[src/rtl/rs_array.sv]
module rs_array #(
  parameter int NUM_ST = 5,
  parameter int TAG_W  = 4,
  parameter int DATA_W = 16,
  parameter int OP_W   = 4,
  localparam int CLS_W = (NUM_ST > 1) ? $clog2(NUM_ST) : 1
) (
  input  logic                     clk,
  input  logic                     rst_n,
  input  logic                     flush,
  input  logic                     disp_valid,
  input  logic [CLS_W-1:0]         disp_cls,
  input  logic [OP_W-1:0]          disp_op,
  input  logic [TAG_W-1:0]         disp_dst,
  input  logic [TAG_W-1:0]         disp_t1,
  input  logic                     disp_t1_inrob,
  input  logic [DATA_W-1:0]        disp_rf1,
  input  logic [DATA_W-1:0]        disp_rob1,
  input  logic [TAG_W-1:0]         disp_t2,
  input  logic                     disp_t2_inrob,
  input  logic [DATA_W-1:0]        disp_rf2,
  input  logic [DATA_W-1:0]        disp_rob2,
  output logic                     disp_stall,
  input  logic                     cdb_valid,
  input  logic [TAG_W-1:0]         cdb_tag,
  input  logic [DATA_W-1:0]        cdb_val,
  input  logic [NUM_ST-1:0]        iss_go,
  output logic [NUM_ST-1:0]        iss_req,
  output logic [NUM_ST*OP_W-1:0]   iss_op,
  output logic [NUM_ST*TAG_W-1:0]  iss_dst,
  output logic [NUM_ST*DATA_W-1:0] iss_v1,
  output logic [NUM_ST*DATA_W-1:0] iss_v2
);

  logic [TAG_W-1:0]  in_t1, in_t2;
  logic [DATA_W-1:0] in_v1, in_v2;
  logic [NUM_ST-1:0] fire, slot_ok, alloc;

  assign in_t1 = (disp_t1 == '0 || disp_t1_inrob || (cdb_valid && cdb_tag == disp_t1)) ? '0 : disp_t1;
  assign in_v1 = (disp_t1 == '0) ? disp_rf1 : (disp_t1_inrob ? disp_rob1 : cdb_val);
  assign in_t2 = (disp_t2 == '0 || disp_t2_inrob || (cdb_valid && cdb_tag == disp_t2)) ? '0 : disp_t2;
  assign in_v2 = (disp_t2 == '0) ? disp_rf2 : (disp_t2_inrob ? disp_rob2 : cdb_val);

  assign fire       = iss_req & iss_go;
  assign disp_stall = disp_valid && (slot_ok == '0);
  assign alloc      = slot_ok & {NUM_ST{disp_valid && !flush}};

  for (genvar i = 0; i < NUM_ST; i++) begin : g_st
    logic              busy_q;
    logic [OP_W-1:0]   op_q;
    logic [TAG_W-1:0]  dst_q, t1_q, t2_q;
    logic [DATA_W-1:0] v1_q, v2_q;
    logic              hit1, hit2;

    assign slot_ok[i] = (disp_cls == CLS_W'(i)) && (!busy_q || fire[i]);
    assign hit1 = cdb_valid && busy_q && t1_q != '0 && cdb_tag == t1_q;
    assign hit2 = cdb_valid && busy_q && t2_q != '0 && cdb_tag == t2_q;

    always_ff @(posedge clk) begin
      if (!rst_n) begin
        busy_q <= 1'b0;
        op_q   <= '0;
        dst_q  <= '0;
        t1_q   <= '0;
        t2_q   <= '0;
        v1_q   <= '0;
        v2_q   <= '0;
      end else if (flush) begin
        busy_q <= 1'b0;
      end else if (alloc[i]) begin
        busy_q <= 1'b1;
        op_q   <= disp_op;
        dst_q  <= disp_dst;
        t1_q   <= in_t1;
        t2_q   <= in_t2;
        v1_q   <= in_v1;
        v2_q   <= in_v2;
      end else begin
        if (fire[i]) busy_q <= 1'b0;
        if (hit1) begin
          t1_q <= '0;
          v1_q <= cdb_val;
        end
        if (hit2) begin
          t2_q <= '0;
          v2_q <= cdb_val;
        end
      end
    end

    assign iss_req[i] = busy_q && t1_q == '0 && t2_q == '0;
    assign iss_op[i*OP_W +: OP_W]       = op_q;
    assign iss_dst[i*TAG_W +: TAG_W]    = dst_q;
    assign iss_v1[i*DATA_W +: DATA_W]   = v1_q;
    assign iss_v2[i*DATA_W +: DATA_W]   = v2_q;

    AST_WAKE_SRC1: assert property (@(posedge clk) disable iff (!rst_n)
      (hit1 && !flush && !alloc[i]) |=> (t1_q == '0 && v1_q == $past(cdb_val)));
    AST_WAKE_SRC2: assert property (@(posedge clk) disable iff (!rst_n)
      (hit2 && !flush && !alloc[i]) |=> (t2_q == '0 && v2_q == $past(cdb_val)));
    AST_REQ_HELD: assert property (@(posedge clk) disable iff (!rst_n)
      (iss_req[i] && !iss_go[i] && !flush) |=> iss_req[i]);
    AST_ISSUE_FREES: assert property (@(posedge clk) disable iff (!rst_n)
      (fire[i] && !alloc[i]) |=> !busy_q);
    AST_STALL_KEEPS: assert property (@(posedge clk) disable iff (!rst_n)
      (disp_stall && disp_cls == CLS_W'(i)) |=> ($stable(op_q) && $stable(dst_q)));
  end

  AST_FLUSH_EMPTY: assert property (@(posedge clk) disable iff (!rst_n)
    flush |=> (iss_req == '0));
  AST_ONE_ALLOC: assert property (@(posedge clk) disable iff (!rst_n)
    $onehot0(alloc));

endmodule

[config.mk]
export PLATFORM = sky130hd
export DESIGN_NAME = rs_array
export DESIGN_NICKNAME = d
export VERILOG_FILES = /design/src/rtl/rs_array.sv
export SDC_FILE = /design/constraint.sdc
export NUM_CORES = 1
export LEC_CHECK = 0
export BUFFER_PORTS_ARGS = -buffer_cell sky130_fd_sc_hd__buf_2
export CAP_MARGIN = 0
export CORE_MARGIN = 3
export CORE_UTILIZATION = 35
export DETAILED_ROUTE_END_ITERATION = 10
export GPL_TIMING_DRIVEN = 0
export SYNTH_ARGS = -nofsm -noshare
export SYNTH_HDL_FRONTEND = slang
export SYNTH_SLANG_ARGS = --single-unit
[constraint.sdc]
create_clock -name clk -period 2.1 [get_ports clk]
set_clock_uncertainty 0.2 [all_clocks]
set_input_delay 0.105 -clock clk [delete_from_list [all_inputs] [get_ports clk]]
set_output_delay 0.105 -clock clk [all_outputs]
set_load 0.01 [all_outputs]
# Yosys cells after proc, flatten, opt, wreduce, memory -nomap -nowiden
# Cells that the tools add are included.
# word_totals
ff_bits	245
latch_bits	0
ram_bits	0
mem_bits_ro	0
input_bits	115
n_memories	0
# classes
add_sub_neg	0
mul	0
div_mod_pow	0
order_cmp	0
n_eq_ne	16
shift	0
n_mux	56
bitwise	4
reduce_logical	114
# op_table
op	n
16-bit 2-to-1 mux	24
4-bit 2-to-1 mux	22
4-bit == test	12
4-bit logical NOT	12
1-bit logical AND	44
4-bit nonzero test	10
2-bit AND reduction	15
2-bit nonzero test	15
5-bit AND	2
1-bit 2-to-1 mux	10
1-bit logical OR	9
3-bit by 2-bit == test with 1-bit output (second input constant)	2
1-bit logical NOT	6
5-bit logical NOT	1
3-bit by 1-bit == test with 1-bit output (second input constant)	1
3-bit == test (second input constant)	1
3-bit logical NOT	1
1-bit NOT	2
2-bit OR reduction	1

# Longest topological paths before layout
# logic_depth
word_depth	9
mapped_depth	8
ltp_nobuf	4

# Worst setup path before layout
# OpenSTA, ideal clock, no wires.
# synth_timing
path_kind	reg2reg
startpoint	register g_st[1].t2_q[3]
endpoint	register g_st[1].v1_q[7]
arrival_time_ns	1.747
t_required_ns	1.748
slack_ns	0.001
stages_incl_launch_ff	7
path_buffers	2
period_less_slack_ns	2.099
path_cell_list	dfxtp_1 -> or4_1 -> o31a_1 -> buf_2 -> nor2_4 -> buf_4 -> a221oi_1
# synth_via
elab_chain_len	8
# synth_rtl
element	line_no	text
start, declared	51	logic [TAG_W-1:0] dst_q, t1_q, t2_q;
start signal, assigned	75	t2_q <= in_t2;
4-bit logical NOT (*)	91	assign iss_req[i] = busy_q && t1_q == '0 && t2_q == '0;
1-bit logical AND (*)	91	
5-bit AND (*)	44	assign fire = iss_req & iss_go;
1-bit logical OR (*)	55	assign slot_ok[i] = (disp_cls == CLS_W'(i)) && (!busy_q || fire[i]);
1-bit logical AND (*)	55	
5-bit AND (*)	46	assign alloc = slot_ok & {NUM_ST{disp_valid && !flush}};
2-bit nonzero test (no line)	n/a	
2-bit AND reduction (no line)	n/a	
end signal, assigned	76	v1_q <= in_v1;
end signal, assigned	82	v1_q <= cdb_val;
end, declared	52	logic [DATA_W-1:0] v1_q, v2_q;
# Every way passes the cells marked *; elsewhere a longest branch is shown, timed or not.
# A chain may end at the register's enable or synchronous reset.

# Final worst setup path
# layout_timing
startpoint	register g_st[2].t1_q[2]
endpoint	output port disp_stall
# layout_via
elab_chain_len	8
# layout_rtl
element	line_no	text
start, declared	51	
start signal, assigned	74	t1_q <= in_t1;
4-bit logical NOT	91	
1-bit logical AND (2 in a row)	91	
5-bit AND	44	
1-bit logical OR	55	
1-bit logical AND	55	
5-bit logical NOT	45	assign disp_stall = disp_valid && (slot_ok == '0);
1-bit logical AND	45	
end, declared	23	output logic disp_stall,
# No other way between the ends.

==> results.cfg <==
[route]
wl_um = 75800
drc_errors = 0
vias = 16800
first_pass_iters = 8
drt_iter0_markers = 2041
avgRoutedWirePerCell_um = 30.5
vias_per_cell = 6.76
drtAntennaViolNets = 0

[sta]
hold_violations = 0
setup_viol = 236
finalCritPeriodShare_pct = 124
setup_slack_ns = -0.502
rsz0062_at_grt = yes
worstMarginPinSlew_ns = 1.68
finalCriticalPeriod_ns = 2.60
final.setup.tns_ns = -39.40
finalMaxSlewViolations = 12
slew_headroom_pct = -13.3
max_freq_mhz = 384

[finish]
fin_area_um2 = 21200
fillerInstances = 2976
syn_to_final_growth_pct = 64.5
nets = 2114
most-common-layout-cells = buf_2 (339), dfxtp_1 (212), o21ai_0 (161), a32oi_1 (82), buf_4 (81)
drive_gt1_share_pct = 52.8
finalNonFillerCells = 2482
final_common_cell = buf_2

[logic_synthesis]
postSynthCellCount = 1482
ys_types = 53
synth_top_area_cell = dfxtp_1
synth_top_area_share_pct = 38.0
syn-num-nets = 1597
synthFlopType = dfxtp_1
synth_edf_count = 0
avgSynthCellArea_um2 = 8.72
synth_async_sr_flop_share_pct = 0
ys_ff_latch = 245
ys_seq_area_share_pct = 38.0
synth_warnings = 0
synth_area_um2 = 12900
synthTopCellsByArea = dfxtp_1 (38%), o21ai_0 (8.6%), a32oi_1 (7.9%)

[floorplan]
core_um2 = 36000
fp.dieW_um = 198
die-area_um2 = 39200
start_util_pct = 35.9
fp-row-count = 69
ioPinCount = 321
die_h_um = 198

[grt]
grt_pass1_vias = 15700
grt_remaining_overflow = 0
gr-usage-all-layers_pct = 34.9
grt_first_pass_wirelength_um = 103000
grt_start_max_net_pins = 20
antenna_found_initial = 5

[run]
cap_violations = 2

[power]
ir_drop_mv = 0.561
net-switching-power_w = 0.00363
leakagePower_nw = 7.68
seq_power_share_pct = 39.5
swShare_pct = 30.0
powerDensity_nw_per_um2 = 569
p_int_w = 0.00845
power_frac_comb_pct = 16.9
pwr-share-clk_pct = 43.6

[place]
gp_congestion = 0.987
hpwlAfterDp_um = 50800
placed_cell_area_um2 = 15200
place_worst_setup_slack_ns = -0.808
port_buffers = 318
placed_cells = 2277

[setup_path]
critPathKind = reg2out
critPathBufInv = 1
crit_chain = or4_4 > o31a_1 > o311ai_4 > a311oi_2 > buf_2
cp.required_ns = 1.79
crit_path_max_incr_delay_ns = 0.54
arrival_ns = 2.30
critPathCaptureType = output port
cp_slowest_cell = or4_4
cp_top_family = compound AO/OA/AOI/OAI gates
path_max_fanout = 2
start_kind = register

[clock_network]
cts-root-buf = clkbuf_16
clockBufferDepth = 3
clock-sinks = 245
cts.clk_slew.worst_paths_ns = 0.06
htree_levels = 1
clkLatencyLatePin_ns = 0.56
tritoncts = yes
cts_buffers = 29

[hold_path]
holdCritPathClass = in2reg

[status]
violations = capacitance limit, slew limit, setup timing
status = complete, but fails checks
==> cell type report <==
| type | instances | area, µm² | area share (%) |
|---|---|---|---|
| timing repair buffer | 509 | 3640 | 17.1 |
| multi-input combinational | 1041 | 9890 | 46.6 |
| buffer | 166 | 1160 | 5.47 |
| inverter | 7 | 26.3 | 0.124 |
| clock buffer | 41 | 831 | 3.91 |
| tap | 461 | 577 | 2.72 |
| antenna | 1 | 2.50 | 0.0118 |
| sequential | 245 | 4980 | 23.4 |
| clock inverter | 11 | 130 | 0.613 |
==> path summary, 6_finish.rpt <==
path / depth (start not counted) / startpoint / to / slack, ns
worst min-delay path: 3 / disp_rf1[7] / g_st[2].v1_q[7]$_SDFFE_PN0P_ / 0.02
worst max register to register: 8 / g_st[4].t1_q[0]$_SDFFE_PN0P_ / g_st[4].v2_q[7]$_SDFFE_PN0P_ / -0.31
worst max-delay path: 5 / g_st[2].t1_q[2]$_SDFFE_PN0P_ / disp_stall / -0.50
worst min register to register: 2 / g_st[1].op_q[1]$_SDFFE_PN0P_ / g_st[1].op_q[1]$_SDFFE_PN0P_ / 0.26
==> state kept, by name, summed over array words and instances (netlist names) <==
register,flops
g_st.op_q,20
g_st.dst_q,20
g_st.busy_q,5
g_st.v1_q,80
g_st.t1_q,20
g_st.t2_q,20
g_st.v2_q,80
==> worst register-to-register path, cell delays in order (launching register included) <==
cell and delay [ns]:
dfxtp_4 0.34, or4_4 0.54, buf_6 0.14, o31ai_4 0.28
buf_6 0.20, buf_12 0.13, buf_8 0.14, a32oi_2 0.06
a221oi_2 0.29
==> metrics by stage <==
step | hold slack (ns) | utilization [%] | total power (W)
after floorplan | 0.0527 | - | 0.00558
after global placement | 0.234 | 41.9 | 0.00632
after detailed placement | 0.237 | 42.3 | 0.00638
after CTS | 0.00545 | 53.7 | 0.0117
after global routing | 0.0333 | 59.0 | 0.0122
final | 0.0160 | 59.0 | 0.0121
==> cell families after synthesis <==
family | after synthesis | synth area share (%)
XOR/XNOR | 48 | 3.25
flip-flops | 245 | 38.0
AO/OA/AOI/OAI | 641 | 34.5
multiplexers | 46 | 3.84
buffers and inverters | 196 | 7.10
AND/OR/NAND/NOR | 306 | 13.3
==> per-layer routing <==
layer  routed length [µm]  share of wire (%)  global-route usage [%]
met1                26500                 35                    42.2
met2                32900                 43                    53.0
met3                 9690                 13                    11.1
met5                  129               0.17                       0
met4                 6570                8.7                    23.3
==> Yosys cell counts (9+ instances only) <==
cell type and count:
dfxtp_1 245, o21ai_0 223, a32oi_1 117, clkbuf_1 107, nand3_1 88, a221oi_1 84
nand2_1 73, a21oi_1 72, buf_2 51, nor3_1 45, a311oi_1 44, o22ai_1 43
o31ai_1 29, mux2_2 28, xor2_1 28, xnor2_1 20, buf_4 19, or4_1 19
mux2i_1 18, nor4_1 10, nor4_2 9
==> power groups by stage <==
stage               combinational [W]  clock (W)  sequential, W
floorplan                    0.000670          0        0.00491
global placement              0.00143          0        0.00489
detailed placement            0.00149          0        0.00488
CTS                           0.00176    0.00520        0.00477
global route                  0.00207    0.00536        0.00478
finish                        0.00204    0.00526        0.00478
==> timing repair <==
| action | in CTS | in global routing |
|---|---|---|
| cloned | 20 | 7 |
| gates resized for setup | 428 | 353 |
| hold buffers | 42 | 0 |
| setup endpoints to repair | 248 | 247 |
| pin swaps | 164 | 183 |
| endpoints found under the hold margin | 80 | 0 |
| setup buffers | 72 | 42 |
(Power assumes the default switching activity.)
